[src/rtl/usbsw_pkg.sv]
package usbsw_pkg;
  // Control field, bit 0 is suspend.
  typedef struct packed {
    logic lim_s;
    logic lim_m;
    logic master;
    logic suspend;
  } ctrl_t;

  localparam int CTRL_W    = $bits(ctrl_t);
  localparam int ADDR_CTRL = 0;
  localparam int ADDR_STS  = 1;
  localparam int ADDR_MASK = 2;
endpackage

[src/rtl/usbsw_regs.sv]
module usbsw_regs
  import usbsw_pkg::*;
#(
  parameter int ADDR_W = 2,
  parameter int DATA_W = 8
) (
  input  logic              clk,
  input  logic              rst,
  input  logic              wr_en,
  input  logic [ADDR_W-1:0] addr,
  input  logic [DATA_W-1:0] wdata,
  input  logic              uvlo_evt,
  input  logic              bootfail_evt,
  input  logic              role_drop_evt,
  output ctrl_t             ctrl_q,
  output logic              mask_q,
  output logic              lim_sel_q
);
  ctrl_t ctrl_d;
  logic  wr_ctrl, wr_mask;
  logic  unused_wdata_hi;

  assign unused_wdata_hi = ^wdata[DATA_W-1:CTRL_W];
  assign wr_ctrl = wr_en && (addr == ADDR_W'(ADDR_CTRL));
  assign wr_mask = wr_en && (addr == ADDR_W'(ADDR_MASK));

  // Events override a write landing in the same cycle.
  always_comb begin
    ctrl_d = ctrl_q;
    if (wr_ctrl) ctrl_d = ctrl_t'(wdata[CTRL_W-1:0]);
    if (uvlo_evt || bootfail_evt) begin
      ctrl_d.suspend = 1'b0;
      ctrl_d.lim_s   = 1'b0;
    end
    if (role_drop_evt) ctrl_d.master = 1'b0;
  end

  always_ff @(posedge clk) begin
    if (rst) begin
      ctrl_q    <= '0;
      mask_q    <= 1'b0;
      lim_sel_q <= 1'b0;
    end else begin
      ctrl_q    <= ctrl_d;
      lim_sel_q <= ctrl_d.master ? ctrl_d.lim_m : ctrl_d.lim_s;
      if (wr_mask) mask_q <= wdata[0];
    end
  end

  assert_event_clears_R3: assert property (@(posedge clk) disable iff (rst)
    (uvlo_evt || bootfail_evt) |=> (!ctrl_q.suspend && !ctrl_q.lim_s));

  assert_role_drop_R4: assert property (@(posedge clk) disable iff (rst)
    role_drop_evt |=> !ctrl_q.master);

  assert_limit_select_R5: assert property (@(posedge clk) disable iff (rst)
    lim_sel_q == (ctrl_q.master ? ctrl_q.lim_m : ctrl_q.lim_s));
endmodule

[src/rtl/usbsw_ocp.sv]
module usbsw_ocp (
  input  logic clk,
  input  logic rst,
  input  logic suspend,
  input  logic lim_sel,
  input  logic oc_100,
  input  logic oc_500,
  input  logic rd_clr,
  input  logic mask,
  output logic sts_q,
  output logic irq_q
);
  logic eff_oc, eff_d, rise, sts_nxt;

  // An open switch cannot report over-current.
  assign eff_oc  = !suspend && (lim_sel ? oc_500 : oc_100);
  assign rise    = eff_oc && !eff_d;
  assign sts_nxt = rise || (sts_q && !rd_clr);

  always_ff @(posedge clk) begin
    if (rst) begin
      eff_d <= 1'b0;
      sts_q <= 1'b0;
      irq_q <= 1'b0;
    end else begin
      eff_d <= eff_oc;
      sts_q <= sts_nxt;
      irq_q <= sts_nxt && !mask;
    end
  end

  assert_irq_needs_status_R11: assert property (@(posedge clk) disable iff (rst)
    irq_q |-> sts_q);

  assert_irq_unmasked_R10: assert property (@(posedge clk) disable iff (rst)
    irq_q |-> !$past(mask));

  assert_suspend_blocks_R7: assert property (@(posedge clk) disable iff (rst)
    $rose(sts_q) |-> !$past(suspend));

  assert_trip_flag_R6: assert property (@(posedge clk) disable iff (rst)
    $rose(sts_q) |-> $past(lim_sel ? oc_500 : oc_100));

  assert_edge_beats_read_R9: assert property (@(posedge clk) disable iff (rst)
    (rise && rd_clr) |=> sts_q);
endmodule

[src/rtl/usbsw_ctrl.sv]
module usbsw_ctrl
  import usbsw_pkg::*;
#(
  parameter int ADDR_W = 2,
  parameter int DATA_W = 8
) (
  input  logic              clk,
  input  logic              rst,
  input  logic              wr_en,
  input  logic              rd_en,
  input  logic [ADDR_W-1:0] addr,
  input  logic [DATA_W-1:0] wdata,
  output logic [DATA_W-1:0] rdata,
  input  logic              uvlo_evt,
  input  logic              bootfail_evt,
  input  logic              role_drop_evt,
  input  logic              oc_100,
  input  logic              oc_500,
  output logic              sw_suspend,
  output logic              sw_master,
  output logic              sw_lim500,
  output logic              usb_irq
);
  ctrl_t ctrl_q;
  logic  mask_q, lim_sel_q, sts_q, rd_clr;

  assign rd_clr = rd_en && (addr == ADDR_W'(ADDR_STS));

  usbsw_regs #(.ADDR_W(ADDR_W), .DATA_W(DATA_W)) u_regs (
    .clk(clk), .rst(rst), .wr_en(wr_en), .addr(addr), .wdata(wdata),
    .uvlo_evt(uvlo_evt), .bootfail_evt(bootfail_evt),
    .role_drop_evt(role_drop_evt),
    .ctrl_q(ctrl_q), .mask_q(mask_q), .lim_sel_q(lim_sel_q)
  );

  usbsw_ocp u_ocp (
    .clk(clk), .rst(rst), .suspend(ctrl_q.suspend), .lim_sel(lim_sel_q),
    .oc_100(oc_100), .oc_500(oc_500), .rd_clr(rd_clr), .mask(mask_q),
    .sts_q(sts_q), .irq_q(usb_irq)
  );

  always_ff @(posedge clk) begin
    if (rst) begin
      rdata <= '0;
    end else if (rd_en) begin
      case (addr)
        ADDR_W'(ADDR_CTRL): rdata <= DATA_W'(ctrl_q);
        ADDR_W'(ADDR_STS):  rdata <= DATA_W'(sts_q);
        ADDR_W'(ADDR_MASK): rdata <= DATA_W'(mask_q);
        default:            rdata <= '0;
      endcase
    end
  end

  assign sw_suspend = ctrl_q.suspend;
  assign sw_master  = ctrl_q.master;
  assign sw_lim500  = lim_sel_q;
endmodule

[config.mk]
export PLATFORM = sky130hd
export DESIGN_NAME = usbsw_ctrl
export DESIGN_NICKNAME = d
export VERILOG_FILES = /design/src/rtl/usbsw_pkg.sv /design/src/rtl/usbsw_regs.sv /design/src/rtl/usbsw_ocp.sv /design/src/rtl/usbsw_ctrl.sv
export SDC_FILE = /design/constraint.sdc
export NUM_CORES = 1
export LEC_CHECK = 0
export BUFFER_PORTS_ARGS = -buffer_cell sky130_fd_sc_hd__buf_2
export CORE_AREA = 2 2 45 47
export DETAILED_ROUTE_END_ITERATION = 6
export DIE_AREA = 0 0 47 49
export PLACE_DENSITY = 0.65
export SLEW_MARGIN = 10
export SYNTH_ARGS = -nofsm -noshare
export SYNTH_HDL_FRONTEND = slang
export SYNTH_SLANG_ARGS = --single-unit
[constraint.sdc]
create_clock -name clk -period 1.7 [get_ports clk]
set_input_delay 0.51 -clock clk [delete_from_list [all_inputs] [get_ports clk]]
set_output_delay 0.51 -clock clk [all_outputs]
set_load 0.02 [all_outputs]
==> results of run 1 <==
-- worst max path at each step --
stage,end,slack [ps]
after floorplan,u_regs.lim_sel_q$_SDFF_PP0_,260
after global routing,sw_suspend,280
after detailed placement,u_regs.lim_sel_q$_SDFF_PP0_,120
after CTS,sw_suspend,300
final,sw_suspend,310
after global placement,u_regs.lim_sel_q$_SDFF_PP0_,90
-- power by group through the flow --
stage          Sequential, mW  Clock [mW]  Combinational [mW]
6_report                0.320       0.187              0.0867
5_1_grt                 0.321       0.212              0.0959
4_1_cts                 0.320       0.196              0.0875
3_5_place_dp            0.327           0              0.0873
3_3_place_gp            0.327           0              0.0855
2_1_floorplan           0.333           0              0.0499
-- state kept, by name (all words and copies together), names as in the netlist --
register	count
u_ocp.eff_d	1
u_regs.ctrl_q	4
rdata	4
u_ocp.sts_q	1
u_regs.mask_q	1
u_ocp.irq_q	1
u_regs.lim_sel_q	1
-- Yosys cell counts --
master,instances
mux2i_1,6
nor4b_1,2
conb_1,1
nor2_1,7
nand2_1,2
a21oi_1,1
nor2b_1,6
o22a_1,1
buf_6,1
nor4_1,1
or4_4,1
nor3_1,2
dfxtp_1,13
nand3b_1,2
a31oi_1,3
nor3b_1,2
o21ai_0,1
nor3b_4,1
clkbuf_1,1
buf_4,4
o211a_1,1
mux2_4,2
-- cells in the final DEF, fill, tap and decap left out --
cell and n:
clkbuf_1 1, nor3b_1 2, nor4_1 1, nor2_1 7
nor4b_1 2, nor2b_1 6, nand2_1 2, clkbuf_4 3
buf_4 4, or4_4 1, conb_1 4, nor3b_4 1
a31oi_1 3, o21ai_0 1, o211a_1 1, o22a_1 1
dfxtp_1 13, nor3_1 2, a21oi_1 1, nand3b_1 2
mux2_4 2, mux2i_1 6, buf_2 22
-- metrics by stage --
stage | setup WS (ps) | hold WS (ps)
2_1_floorplan | 259 | 410
3_5_place_dp | 115 | 443
5_1_grt | 275 | 430
6_report | 309 | 437
3_3_place_gp | 91.1 | 438
4_1_cts | 304 | 425
-- final cells by class --
type	count	area share [%]
clock buffers	4	3.38
multi-input cells	45	40.8
flip-flops and latches	13	33.4
well taps	27	4.34
repair buffers	26	18.0
-- metal layers --
layer	vias up	track usage [%]
li1	261	-
met1	231	14.9
met2	16	18.9
met3	2	3.33
met4	0	5.56
met5	-	0
-- cells by family after synthesis --
| group | count (synthesis) |
|---|---|
| and+or+nand+nor | 26 |
| DFF | 13 |
| muxes | 8 |
| AOI/OAI and AO/OA | 7 |
| buffers and inverters | 6 |
| other | 1 |
==> results.sh, run 1 <==
export IMPL_skew_ps=0.981
export IMPL_cp_data_arrival_time_ps=880
export IMPL_synth_top_family_by_area="simple AND/OR/NAND/NOR gates"
export IMPL_synthDistinctLibCells=22
export IMPL_avgSynthCellArea_sq_um=10.0
export IMPL_hold_class="in -> reg"
export IMPL_syn_area_sq_um=612
export IMPL_seqPwrFrac_pct=53.9
export IMPL_syn2layout_area_growth_pct=27.2
export IMPL_die_x_um=47
export IMPL_gr_usage_all_layers_pct=12.1
export IMPL_antenna_found_initial=0
export IMPL_wl_met2_um=599
export IMPL_path_max_fanout=5
export IMPL_instances_no_fill=115
export IMPL_worst_setup_path_type="reg -> out"
export IMPL_cts_tree="done"
export IMPL_portBuffers=22
export IMPL_viasPerCell=4.43
export IMPL_root_buffer="clkbuf_4"
export IMPL_finalPower_mw=0.593
export IMPL_p_leak_nw=0.356
export IMPL_max_freq_mhz=719
export IMPL_setup_tns_ps=0
export IMPL_wl_met3_um=67
export IMPL_rrSetupSlack_ps=600
export IMPL_num_rows=16
export IMPL_muxShareOfSynthArea_pct=14.7
export IMPL_die_area_sq_mm=0.00230
export IMPL_synth_seq_cells=13
export IMPL_p_comb_share_pct=14.6
export IMPL_reg2reg_from="u_regs.ctrl_q[0]$_SDFFE_PP0N_"
export IMPL_synth_adder_area_share_pct=0
export IMPL_finalCritPeriodShare_pct=81.8
export IMPL_crit_chain="buf_2"
export IMPL_whs_path_depth=2
export IMPL_initial_utilization_pct=33.2
export IMPL_drv_cap=0
export IMPL_p_per_area_mw_per_mm2=762
export IMPL_multi_input_area_sq_um=318
export IMPL_drtIter0Drc=11
export IMPL_clockBufferDepth=2
export IMPL_utilization_pct=42.3
export IMPL_insertion_delay_ps=270
export IMPL_num_fill_cells=200
export IMPL_finalHoldViolCount=0
export IMPL_gr_total_overflow=0
export IMPL_hold_path_endpoint="u_regs.ctrl_q[0]$_SDFFE_PP0N_"
export IMPL_critPathLaunch="u_regs.ctrl_q[0]$_SDFFE_PP0N_"
export IMPL_drc=0
export IMPL_critical_path_top_delay_family="flip-flops"
export IMPL_netlist_area_leader_share_pct=42.5
export IMPL_layout_area_seq_sq_um=260
export IMPL_cts_resized=0
export IMPL_worstHoldStart="uvlo_evt"
export IMPL_period_minus_slack_ps=1390
export IMPL_io_pins=31
export IMPL_maxSlewViolCount=0
export IMPL_highest_layer="met4"
export IMPL_cp_start_kind="flop"
export IMPL_hpwlAfterDp_um=951
export IMPL_drive_gt1_share_pct=37.5
export IMPL_path_clk_slew_ps=80
export IMPL_grt_pass1_wl_um=2030
export IMPL_design_area_sq_um=778
export IMPL_crit_reg2reg_capture="u_ocp.irq_q$_SDFF_PP0_"
export IMPL_wl_met1_um=522
export IMPL_max_vdd_ir_drop_uv=344
export IMPL_cts_buffers=3
export IMPL_synth_xor_area_share_pct=0
export IMPL_sw_frac_of_total_pct=25.0
export IMPL_antenna_left=0
export IMPL_vias=510
export IMPL_n_antenna_cell=0
export IMPL_status="completed"
export IMPL_ff2ff_path_depth=2
export IMPL_wl_um=1200
export IMPL_synth_compound_area_share_pct=7.77
export IMPL_cts_setup_buffers=0
export IMPL_wire_per_inst_um=10.4
export IMPL_critPathSlowestCell="dfxtp_1"
export IMPL_die_y_um=49
export IMPL_ys_warn_count=0
export IMPL_dr_pass1_iters=2
export IMPL_path_buf_inv=1
export IMPL_synth_largest_area_cell="dfxtp_1"
export IMPL_cp_end_kind="output pin"
export IMPL_gp_congestion=0.702
export IMPL_clock_sinks=13
export IMPL_grt_max_degree=10
export IMPL_place_inst=111
export IMPL_dpl_instance_area_sq_um=752
export IMPL_synthCells=61
export IMPL_crit_cells=1
export IMPL_synth_area_top_cells="dfxtp_1 43%, mux2i_1 9.8%, nor2b_1 6.1%, buf_4 4.9%, mux2_4 4.9%"
export IMPL_setup_viol=0
export IMPL_htreeDepth=1
export IMPL_p_clk_share_pct=31.5
export IMPL_ctsHoldBuffers=0
export IMPL_core_area_sq_mm=0.00184
export IMPL_slowest_delay_ps=410
export IMPL_yosysSeqAreaShare_pct=42.5
export IMPL_first_global_vias=504
export IMPL_fin_nets=108
export IMPL_synthSimpleGateAreaFrac_pct=27.0
export IMPL_worstPathRequired_ps=1190
export IMPL_cellInternalPower_mw=0.445
export IMPL_rsz0062_at_grt="no"
export IMPL_p_switching_mw=0.148
(Power assumes the default switching activity.)
==> run 2, diff against run 1 <==
==> constraint.sdc (replaced) <==
create_clock -name clk -period 1.3 [get_ports clk]
set_input_delay 0.39 -clock clk [delete_from_list [all_inputs] [get_ports clk]]
set_output_delay 0.39 -clock clk [all_outputs]
set_load 0.02 [all_outputs]
==> results.sh, run 2 (synthesis results as in run 1) <==
export IMPL_insertion_delay_ps=270
export IMPL_drtIter0Drc=2
export IMPL_syn2layout_area_growth_pct=28.6
export IMPL_die_y_um=49
export IMPL_dpl_instance_area_sq_um=759
export IMPL_p_per_area_mw_per_mm2=991
export IMPL_p_leak_nw=0.362
export IMPL_grt_max_degree=10
export IMPL_hold_class="in -> reg"
export IMPL_drc=0
export IMPL_initial_utilization_pct=33.2
export IMPL_ctsHoldBuffers=0
export IMPL_top_regs="rdata: 4 flops, u_regs.ctrl_q: 4 flops"
export IMPL_crit_chain="buf_2"
export IMPL_hpwlAfterDp_um=974
export IMPL_finalCritPeriodShare_pct=92.6
export IMPL_setup_viol=0
export IMPL_period_minus_slack_ps=1200
export IMPL_finalPower_mw=0.780
export IMPL_finalHoldViolCount=0
export IMPL_drive_gt1_share_pct=39.3
export IMPL_status="completed"
export IMPL_fin_nets=109
export IMPL_first_global_vias=487
export IMPL_critPathSlowestCell="dfxtp_1"
export IMPL_htreeDepth=1
export IMPL_cts_tree="done"
export IMPL_ff2ff_path_depth=3
export IMPL_cp_data_arrival_time_ps=810
export IMPL_path_max_fanout=2
export IMPL_drv_cap=0
export IMPL_grt_pass1_wl_um=2020
export IMPL_gp_congestion=0.688
export IMPL_reg2reg_from="u_regs.lim_sel_q$_SDFF_PP0_"
export IMPL_setup_tns_ps=0
export IMPL_critical_path_top_delay_family="flip-flops"
export IMPL_maxSlewViolCount=0
export IMPL_slowest_delay_ps=370
export IMPL_place_ws_ps=-178
export IMPL_hold_path_endpoint="u_regs.ctrl_q[0]$_SDFFE_PP0N_"
export IMPL_viasPerCell=4.34
export IMPL_vias=503
export IMPL_path_buf_inv=1
export IMPL_gr_usage_all_layers_pct=12.1
export IMPL_gr_total_overflow=0
export IMPL_path_clk_slew_ps=80
export IMPL_cts_buffers=3
export IMPL_clockBufferDepth=2
export IMPL_design_area_sq_um=787
export IMPL_antenna_left=0
export IMPL_rrSetupSlack_ps=210
export IMPL_worst_setup_path_type="reg -> out"
export IMPL_max_freq_mhz=830
export IMPL_max_vdd_ir_drop_uv=672
export IMPL_layout_common_cells="22 x buf_2, 12 x dfxtp_1, 7 x nor2_1"
export IMPL_die_area_sq_mm=0.00230
export IMPL_crit_reg2reg_capture="u_ocp.irq_q$_SDFF_PP0_"
export IMPL_cp_end_kind="output pin"
export IMPL_dr_pass1_iters=2
export IMPL_root_buffer="clkbuf_4"
export IMPL_worst_slack_ps=95.8
export IMPL_num_rows=16
export IMPL_io_pins=31
export IMPL_skew_ps=0.827
export IMPL_worstPathRequired_ps=910
export IMPL_num_fill_cells=207
export IMPL_multi_input_area_sq_um=318
export IMPL_core_area_sq_mm=0.00184
export IMPL_cp_start_kind="flop"
export IMPL_rsz0062_at_grt="no"
export IMPL_layout_area_seq_sq_um=262
export IMPL_n_antenna_cell=0
export IMPL_clock_sinks=13
export IMPL_antenna_found_initial=0
export IMPL_wire_per_inst_um=10.2
export IMPL_wl_um=1180
export IMPL_worstHoldStart="uvlo_evt"
export IMPL_utilization_pct=42.7
export IMPL_die_x_um=47
export IMPL_portBuffers=22
export IMPL_final_common_cell="buf_2"
export IMPL_whs_path_depth=2
run 2: what timing repair did:
action	CTS	global route
endpoints found under the hold margin	0	0
resized for setup	0	1
setup buffers	0	0
endpoints found under the setup margin	0	1
run 2: routing by layer:
layer	share of wire [%]	up-vias	global-route usage, %
li1	-	266	-
met1	46	221	14.3
met2	50	16	19.9
met3	4.4	0	4.81
met4	0	0	2.78
met5	0	-	0
run 2: layout make-up:
type	instances	area share, %
clock buffers	4	3.34
multi-input cells	45	40.4
flip-flops and latches	13	33.2
well taps	27	4.29
repair buffers	27	18.8
run 2: how the worst max path moves through the flow:
stage / startpoint / end / slack (ps) / cells past startpoint
2_1_floorplan: addr[0] / u_regs.lim_sel_q$_SDFF_PP0_ / -20 / 3
3_3_place_gp: addr[0] / u_regs.lim_sel_q$_SDFF_PP0_ / -190 / 4
3_5_place_dp: addr[0] / u_regs.lim_sel_q$_SDFF_PP0_ / -180 / 4
4_1_cts: u_regs.ctrl_q[0]$_SDFFE_PP0N_ / sw_suspend / 30 / 1
5_1_grt: u_regs.ctrl_q[1]$_SDFF_PP0_ / sw_master / 20 / 1
6_report: u_regs.lim_sel_q$_SDFF_PP0_ / sw_lim500 / 100 / 1
run 2: through the flow:
| step | hold slack, ps | std cells |
|---|---|---|
| 2_1_floorplan | 410 | 64 |
| 3_3_place_gp | 429 | 112 |
| 3_5_place_dp | 430 | 112 |
| 4_1_cts | 302 | 116 |
| 5_1_grt | 294 | 116 |
| 6_report | 300 | 116 |
run 2: where the power goes:
part           total, mW  leakage (nW)  internal (mW)  switching [mW]
combinational      0.116         0.240         0.0531          0.0628
clock              0.247        0.0150          0.119           0.128
sequential         0.418         0.107          0.412         0.00576
